File: src/rtl/clkdiv_pkg.sv
package clkdiv_pkg;
  localparam int MAX_LOG = 5;
  localparam int CNT_W   = MAX_LOG;
  localparam int CODE_W  = 3;

  function automatic logic code_ok(input logic [CODE_W-1:0] code);
    return code <= CODE_W'(MAX_LOG);
  endfunction

  // terminal count of the half-period counter: N/2 - 1
  function automatic logic [CNT_W-1:0] half_term(input logic [CODE_W-1:0] code);
    logic [CNT_W-1:0] half;
    if (code == '0) half = CNT_W'(1);
    else            half = CNT_W'(1) << (code - CODE_W'(1));
    return half - CNT_W'(1);
  endfunction
endpackage

File: src/rtl/clkdiv_trig.sv
module clkdiv_trig #(
  parameter int SYNC_STAGES = 2
) (
  input  logic clk,
  input  logic rst_n,
  input  logic trig_pin,
  input  logic pin_sync_en,
  input  logic pin_slip_en,
  input  logic reg_sync,
  input  logic reg_slip,
  output logic run_q,
  output logic slip_go,
  output logic conflict
);
  logic [SYNC_STAGES-1:0] chain;
  logic pin_s, use_pin_sync, use_pin_slip, run_src, slip_src, slip_d;

  always_ff @(posedge clk or negedge rst_n) begin
    if (!rst_n) chain <= '0;
    else        chain <= {chain[SYNC_STAGES-2:0], trig_pin};
  end
  assign pin_s = chain[SYNC_STAGES-1];

  assign conflict     = pin_sync_en & pin_slip_en;
  assign use_pin_sync = pin_sync_en & ~pin_slip_en;
  assign use_pin_slip = pin_slip_en & ~pin_sync_en;
  assign run_src      = use_pin_sync ? pin_s : reg_sync;
  assign slip_src     = use_pin_slip ? pin_s : reg_slip;

  always_ff @(posedge clk or negedge rst_n) begin
    if (!rst_n) begin
      run_q   <= 1'b0;
      slip_d  <= 1'b0;
      slip_go <= 1'b0;
    end else begin
      run_q   <= run_src;
      slip_d  <= slip_src;
      slip_go <= slip_src & ~slip_d;
    end
  end

  AST_SLIP_SINGLE: assert property (@(posedge clk) disable iff (!rst_n)
    slip_go |=> !slip_go);
  AST_CONFLICT_REG_SYNC: assert property (@(posedge clk) disable iff (!rst_n)
    conflict |=> run_q == $past(reg_sync));
endmodule

File: src/rtl/clkdiv_core.sv
module clkdiv_core
  import clkdiv_pkg::*;
(
  input  logic              clk,
  input  logic              rst_n,
  input  logic              run,
  input  logic              hold,
  input  logic [CODE_W-1:0] ratio_sel,
  output logic              bypass,
  output logic              q_rise,
  output logic              q_fall,
  output logic              gate
);
  logic [CNT_W-1:0] cnt, term;
  logic tog, ok, active;

  assign ok     = code_ok(ratio_sel);
  assign bypass = (ratio_sel == '0);
  assign active = run & ok;
  assign term   = half_term(ratio_sel);

  always_ff @(posedge clk or negedge rst_n) begin
    if (!rst_n) begin
      cnt <= '0;
      tog <= 1'b0;
    end else if (!active || bypass) begin
      cnt <= '0;
      tog <= 1'b0;
    end else if (!hold) begin
      if (cnt >= term) begin
        cnt <= '0;
        tog <= ~tog;
      end else begin
        cnt <= cnt + CNT_W'(1);
      end
    end
  end

  always_ff @(posedge clk or negedge rst_n) begin
    if (!rst_n) q_rise <= 1'b0;
    else        q_rise <= tog;
  end

  always_ff @(negedge clk or negedge rst_n) begin
    if (!rst_n) begin
      q_fall <= 1'b0;
      gate   <= 1'b0;
    end else begin
      q_fall <= tog;
      gate   <= active & bypass & ~hold;
    end
  end

  AST_SLIP_FREEZE: assert property (@(posedge clk) disable iff (!rst_n)
    (active && hold && !bypass) |=> ($stable(cnt) && $stable(tog)));
  AST_IDLE_CLEAR: assert property (@(posedge clk) disable iff (!rst_n)
    !active |=> (cnt == '0 && !tog));
  AST_BAD_CODE_LOW: assert property (@(posedge clk) disable iff (!rst_n)
    (!ok ##1 !ok) |=> !q_rise);
endmodule

File: src/rtl/clk_div_sync.sv
module clk_div_sync
  import clkdiv_pkg::*;
#(
  parameter int SYNC_STAGES = 2
) (
  input  logic              clk,
  input  logic              rst_n,
  input  logic [CODE_W-1:0] ratio_sel,
  input  logic              launch_late,
  input  logic              reg_sync,
  input  logic              reg_slip,
  input  logic              trig_pin,
  input  logic              pin_sync_en,
  input  logic              pin_slip_en,
  output logic              div_clk,
  output logic              slip_busy,
  output logic              sync_hold,
  output logic              first_wait,
  output logic              cfg_err
);
  logic run_q, slip_go, bypass, q_rise, q_fall, gate, seen;

  clkdiv_trig #(.SYNC_STAGES(SYNC_STAGES)) u_trig (
    .clk(clk), .rst_n(rst_n), .trig_pin(trig_pin),
    .pin_sync_en(pin_sync_en), .pin_slip_en(pin_slip_en),
    .reg_sync(reg_sync), .reg_slip(reg_slip),
    .run_q(run_q), .slip_go(slip_go), .conflict(cfg_err)
  );

  clkdiv_core u_core (
    .clk(clk), .rst_n(rst_n), .run(run_q), .hold(slip_go),
    .ratio_sel(ratio_sel), .bypass(bypass),
    .q_rise(q_rise), .q_fall(q_fall), .gate(gate)
  );

  always_ff @(posedge clk or negedge rst_n) begin
    if (!rst_n)      seen <= 1'b0;
    else if (!run_q) seen <= 1'b0;
    else if (q_rise | q_fall | gate) seen <= 1'b1;
  end

  assign div_clk    = bypass ? (clk & gate) : (launch_late ? q_rise : q_fall);
  assign slip_busy  = slip_go;
  assign sync_hold  = ~run_q;
  assign first_wait = run_q & ~seen;

  AST_HOLD_NO_GATE: assert property (@(posedge clk) disable iff (!rst_n)
    (sync_hold ##1 sync_hold) |-> !gate);
endmodule

File: config.mk
export PLATFORM = sky130hd
export DESIGN_NAME = clk_div_sync
export DESIGN_NICKNAME = d
export VERILOG_FILES = /design/src/rtl/clkdiv_pkg.sv /design/src/rtl/clkdiv_trig.sv /design/src/rtl/clkdiv_core.sv /design/src/rtl/clk_div_sync.sv
export SDC_FILE = /design/constraint.sdc
export NUM_CORES = 1
export LEC_CHECK = 0
export BUFFER_PORTS_ARGS = -buffer_cell sky130_fd_sc_hd__buf_2
export CORE_UTILIZATION = 29
export CTS_BUF_LIST = sky130_fd_sc_hd__clkbuf_4 sky130_fd_sc_hd__clkbuf_8
export DETAILED_ROUTE_END_ITERATION = 10
export PLACE_DENSITY = 0.58
export SYNTH_ARGS = -nofsm -noshare
export SYNTH_HDL_FRONTEND = slang
export SYNTH_SLANG_ARGS = --single-unit
File: constraint.sdc
create_clock -name clk -period 3.7 [get_ports clk]
set_clock_uncertainty 0.15 [all_clocks]
set_input_delay 0.74 -clock clk [delete_from_list [all_inputs] [get_ports clk]]
set_output_delay 0.74 -clock clk [all_outputs]
set_load 0.005 [all_outputs]
# Word-level counts from Yosys, hierarchy flattened
# Index checks and enable logic that the tools add are counted.
classes:
  n_shift: 1
  order_cmp: 2
  muxes: 13
  n_reduce_logical: 5
  bitwise: 18
  addsub: 3
  eq_ne: 2
ops:
  columns: ["op", "n"]
  rows:
  - ["$mux W5", 4]
  - ["$and A1 B1 Y1", 9]
  - ["$mux W1", 9]
  - ["$not A1 Y1", 7]
  - ["$add A5 B1 Y5 const B", 1]
  - ["$ge A5 B5 Y1", 1]
  - ["$shl A1 B3 Y5 const A", 1]
  - ["$sub A5 B1 Y5 const B", 1]
  - ["$le A3 B3 Y1 const B", 1]
  - ["$logic_not A3 Y1", 1]
  - ["$sub A3 B1 Y3 const B", 1]
  - ["$ne A2 B1 Y1 const B", 1]
  - ["$ne A2 B2 Y1 const B", 1]
  - ["$or A1 B1 Y1", 2]
  - ["$reduce_and A2 Y1", 1]
  - ["$reduce_bool A2 Y1", 1]
  - ["$logic_not A1 Y1", 1]
  - ["$logic_or A1 B1 Y1", 1]
word_totals:
  word_cells: 54
  register_bits: 15

# Logic depth before layout (Yosys ltp)
depth:
  word_depth: 8
  mapped_depth: 10
  depth_no_buf: 10

# Cells and area by module
# A second synthesis with hierarchy kept.
unflattened:
  cells_unflattened: 84
  hier_area_um2: 859.6
modules_own_cells:
  columns: ["module", "n_inst", "seq_area_each_um2", "area_each_um2", "cells_each"]
  rows:
  - ["clkdiv_core", 1, 225.2, 584.3, 63]
  - ["clkdiv_trig", 1, 125.1, 212.7, 13]
  - ["clk_div_sync", 1, 25.0, 62.6, 8]

==> flow_results.org <==
** Finish
- Filler instances :: 290
- Of the cells placed in the final design, the portion with a size suffix greater than 1 is 0.269.
- Footprint of the multi-input gates :: 442 um^2
- 0 antenna diodes ended up in the layout.
- Total number of nets in the final design :: 127
- Register area :: 375 um^2
- Growth of design area from synthesis to finish :: 20.0%
- Final Util :: 0.366

** Synthesis
- Synthesis inferred 15 register bits.
- Synth Net Count :: around 110
- Yosys mapped the design onto 30 distinct sky130hd cell types.
- Leading register cell type out of synthesis :: sky130_fd_sc_hd__dfrtp_1
- EDFF count, synth :: 0
- After synthesis the cells add up to 833 um^2.
- Sequential cell area fraction in the yosys report :: 0.450
- Of all flip-flops after synthesis, the portion carrying an async set or reset was 1.00.
- During synthesis, Yosys emitted a total of 0 warnings.
- A synthesized cell averages between 9 and 10 um^2.
- Synthesis produced 87 cells.

** Clock tree
- TritonCTS built the clock tree.
- The clock reaches the later pin of the worst-skew pair after 0.40 ns.
- Buffers inserted to repair hold after CTS numbered 0.
- Clock-pin slew was measured on the worst setup and hold paths at around 0.090 ns.

** Power and ir drop
- Logic pwr share :: 0.136
- Power per Cell Area :: 376 mW/mm^2
- Summed over all cells, the static leakage comes to 0.488 nW.
- VDD sags by at most 0.000220 V.
- Total power for the finished layout comes to 0.376 mW.
- The share of total power dissipated in sequential elements is 0.478.
- Of the total power, the clock network draws 0.386.
- Of the total power, the share spent switching nets is 0.277.
- Summed over all nets, the switching power comes to 0.104 mW.
- The internal power of the cells totals 0.272 mW.

** Worst setup path
- On the worst path, the slowest cell contributes a delay of 0.42 ns.
- Crit Path Category :: reg2out
- For the worst setup path, the data arrival time is 3.00 ns.
- CP required :: 2.81 ns
- Tracing the worst setup path back leads to its startpoint at u_core.q_fall.
- The worst register-to-register path begins at u_core.gate.
- Nature of the critical path endpoint :: primary output
- Chain of cells forming the critical path :: mux2i_1, a21oi_1, buf_2
- Critical-path maximum fanout :: 2
- Startpoint class of the critical path :: register
- Worst-path cell with the longest stage delay :: sky130_fd_sc_hd__dfrtn_1

** Place
- During placement, the flow inserted port buffers numbering 15.
- Estimated wirelength of the detail-placed design :: 1190 um
- Routability-driven placement finished with a final weighted congestion of 0.749.

** Floorplanning
- The initial utilization of the core area, before any placement, comes to 0.305.
- X dimension of the die :: 55.6 um
- The die covers slightly above 0.003 mm^2.
- Boundary Pins :: 16
- Area of the core :: 0.00273 mm^2
- The floorplan has 19 rows.
- Height of the die :: ~56 um

** GRT
- Across every metal layer, demand over resource in global routing totals 0.127.
- Global-route wire length before repair :: a little under 3000 um
- GRT Residual Overflow :: 0
- Vias in the first global route :: 713
- Maximum number of pins on one net before global-route repair :: 16
- The number of antenna violations at the first check in global routing came to 0.

** Run
- The tool flagged a number of max-cap violations equal to 0.

** Min path
- Worst min-delay path category :: in2async

** Drt
- After detailed routing, the number of remaining DRC violations is 0.
- Wire length per cell after detailed routing :: between 10 and 15 um
- The pre-antenna-repair detailed-routing pass consisted of 4 iterations.
- Iter 0 DRT Violations :: 26
- After detailed routing, the number of vias per cell comes to 5.22.
- Remaining number of nets flagged by the antenna check after routing :: 0
- The detailed router placed 726 vias in this run.
- Summed over all layers, the routed wires come to 1630 um.

** STA
- The hold violation count in the final report was 0.
- Setup-violating endpoint count in the final report :: 1
- Setup repair after global routing could not meet its margin everywhere.
- The worst pin sits at a relative slew slack of 0.634.
- Across all setup checks in the final design, the least slack found is -0.191 ns.
- Slew at the pin with the worst max-slew slack :: between 0.5 and 0.6 ns
- Count of pins over their slew limit :: 0

** Outcome
- Outcome :: finished with violations
- Failing checks :: negative setup slack
-- power groups by stage --
| stage | Clock [mW] | Combinational [mW] | Sequential, mW |
|---|---|---|---|
| 4_1_cts | 0.150 | 0.0523 | 0.180 |
| 2_1_floorplan | 0.000683 | 0.0328 | 0.180 |
| 6_report | 0.145 | 0.0511 | 0.180 |
| 5_1_grt | 0.162 | 0.0597 | 0.182 |
| 3_3_place_gp | 0.00118 | 0.0488 | 0.183 |
| 3_5_place_dp | 0.00118 | 0.0515 | 0.183 |
-- final cells by class --
type	instances	area share
multi-input cells	67	0.442
flip-flops and latches	15	0.375
repair buffers	15	0.0776
clock buffers	7	0.0501
well taps	31	0.0388
inverters	3	0.0113
clock inverters	1	0.00501
-- sequential cells by signal, indices dropped and copies added (netlist names) --
register        cells
seen                1
u_core.cnt          5
u_core.gate         1
u_core.q_fall       1
u_core.q_rise       1
u_core.tog          1
u_trig.chain        2
u_trig.run_q        1
u_trig.slip_d       1
u_trig.slip_go      1
-- cell usage in the layout (no fill, tap or decap) --
cell,Yosys,final
sky130_fd_sc_hd__a21o_1,1,1
sky130_fd_sc_hd__a21oi_1,7,6
sky130_fd_sc_hd__a21oi_2,0,1
sky130_fd_sc_hd__a31oi_1,1,1
sky130_fd_sc_hd__and2_1,1,1
sky130_fd_sc_hd__and3_1,2,2
sky130_fd_sc_hd__and3_4,1,1
sky130_fd_sc_hd__buf_2,1,15
sky130_fd_sc_hd__buf_4,0,1
sky130_fd_sc_hd__clkbuf_4,0,6
sky130_fd_sc_hd__clkinv_2,0,1
sky130_fd_sc_hd__dfrtn_1,2,2
sky130_fd_sc_hd__dfrtp_1,13,13
sky130_fd_sc_hd__ha_1,7,7
sky130_fd_sc_hd__inv_1,3,3
sky130_fd_sc_hd__mux2_2,2,2
sky130_fd_sc_hd__mux2i_1,1,1
sky130_fd_sc_hd__nand2_1,10,10
sky130_fd_sc_hd__nand2b_1,1,1
sky130_fd_sc_hd__nand3_1,2,2
sky130_fd_sc_hd__nand3_2,1,1
sky130_fd_sc_hd__nand3b_1,2,2
sky130_fd_sc_hd__nor2_1,4,4
sky130_fd_sc_hd__nor2b_1,3,3
sky130_fd_sc_hd__nor3_1,1,1
sky130_fd_sc_hd__nor3b_1,1,1
sky130_fd_sc_hd__nor4_1,3,3
sky130_fd_sc_hd__nor4b_1,2,2
sky130_fd_sc_hd__o21ai_0,6,6
sky130_fd_sc_hd__o21ai_1,4,4
sky130_fd_sc_hd__or2_2,1,1
sky130_fd_sc_hd__or3_1,2,2
sky130_fd_sc_hd__xor2_1,1,1
-- layer usage --
metal  track usage  part of all wire  vias up
li1              -                 -      354
met1         0.159              0.49      346
met2         0.170              0.44       21
met3        0.0721             0.057        5
met4        0.0679             0.019        0
met5             0                 0        -
-- critical path, delay by kind of cell, from the launching register on --
family,cells,cell delay (ns)
compound gates,1,0.13
buf+inv,1,0.13
flops,1,0.42
mux,1,0.07
-- metrics by stage --
stage | instance area, um^2 | hold WS, ns | setup slack (ns) | TNS [ns] | std cells
CTS | 1000 | 0.0883 | -0.211 | -0.211 | 139
detailed placement | 938 | 0.192 | 0.195 | 0 | 131
global placement | 938 | 0.190 | 0.228 | 0 | 131
global route | 1000 | 0.0972 | -0.285 | -0.285 | 139
floorplan | 833 | 0.181 | 0.356 | 0 | 87
finish | 1000 | 0.0827 | -0.191 | -0.191 | 139
-- timing repair --
item	in CTS	in global routing
pin swaps	1	0
setup endpoints to repair	1	1
gates resized for setup	1	0
cloned	0	0
setup buffers	1	0
-- cell families (layout without fill, tap and decap cells) --
logic type	Yosys count	count (layout)	synth area share
xor gates and xnor gates	1	1	0.0105
DFF	15	15	0.450
buffers and inverters	5	26	0.0240
muxes	3	3	0.0390
adders and majority gates	7	7	0.105
AOI/OAI and AO/OA	19	19	0.119
and+or+nand+nor	37	37	0.252
-- Yosys cell counts (all sizes together), types with 3 or more instances --
| cell | count | area, um^2 |
|---|---|---|
| dfrtp | 13 | 325 |
| nand2 | 10 | 37.5 |
| o21ai | 10 | 50.1 |
| a21oi | 7 | 35.0 |
| ha | 7 | 87.6 |
| nor2 | 4 | 15.0 |
| and3 | 3 | 23.8 |
| inv | 3 | 11.3 |
| nand3 | 3 | 20.0 |
| nor2b | 3 | 18.8 |
| nor4 | 3 | 18.8 |
-- final timing paths --
| kind | end | slack, ns | cells after the start |
|---|---|---|---|
| worst max-delay path | div_clk | -0.19 | 3 |
| worst min-delay path | u_trig.chain[0] | 0.08 | 1 |
| worst max register to register | seen | 0.81 | 3 |
| worst min register to register | u_trig.chain[1] | 0.21 | 0 |
| max in group asynchronous | u_core.gate | 1.31 | 1 |
| min in group clk | u_trig.chain[1] | 0.21 | 0 |
No activity file was read; power rests on OpenSTA's default activity.
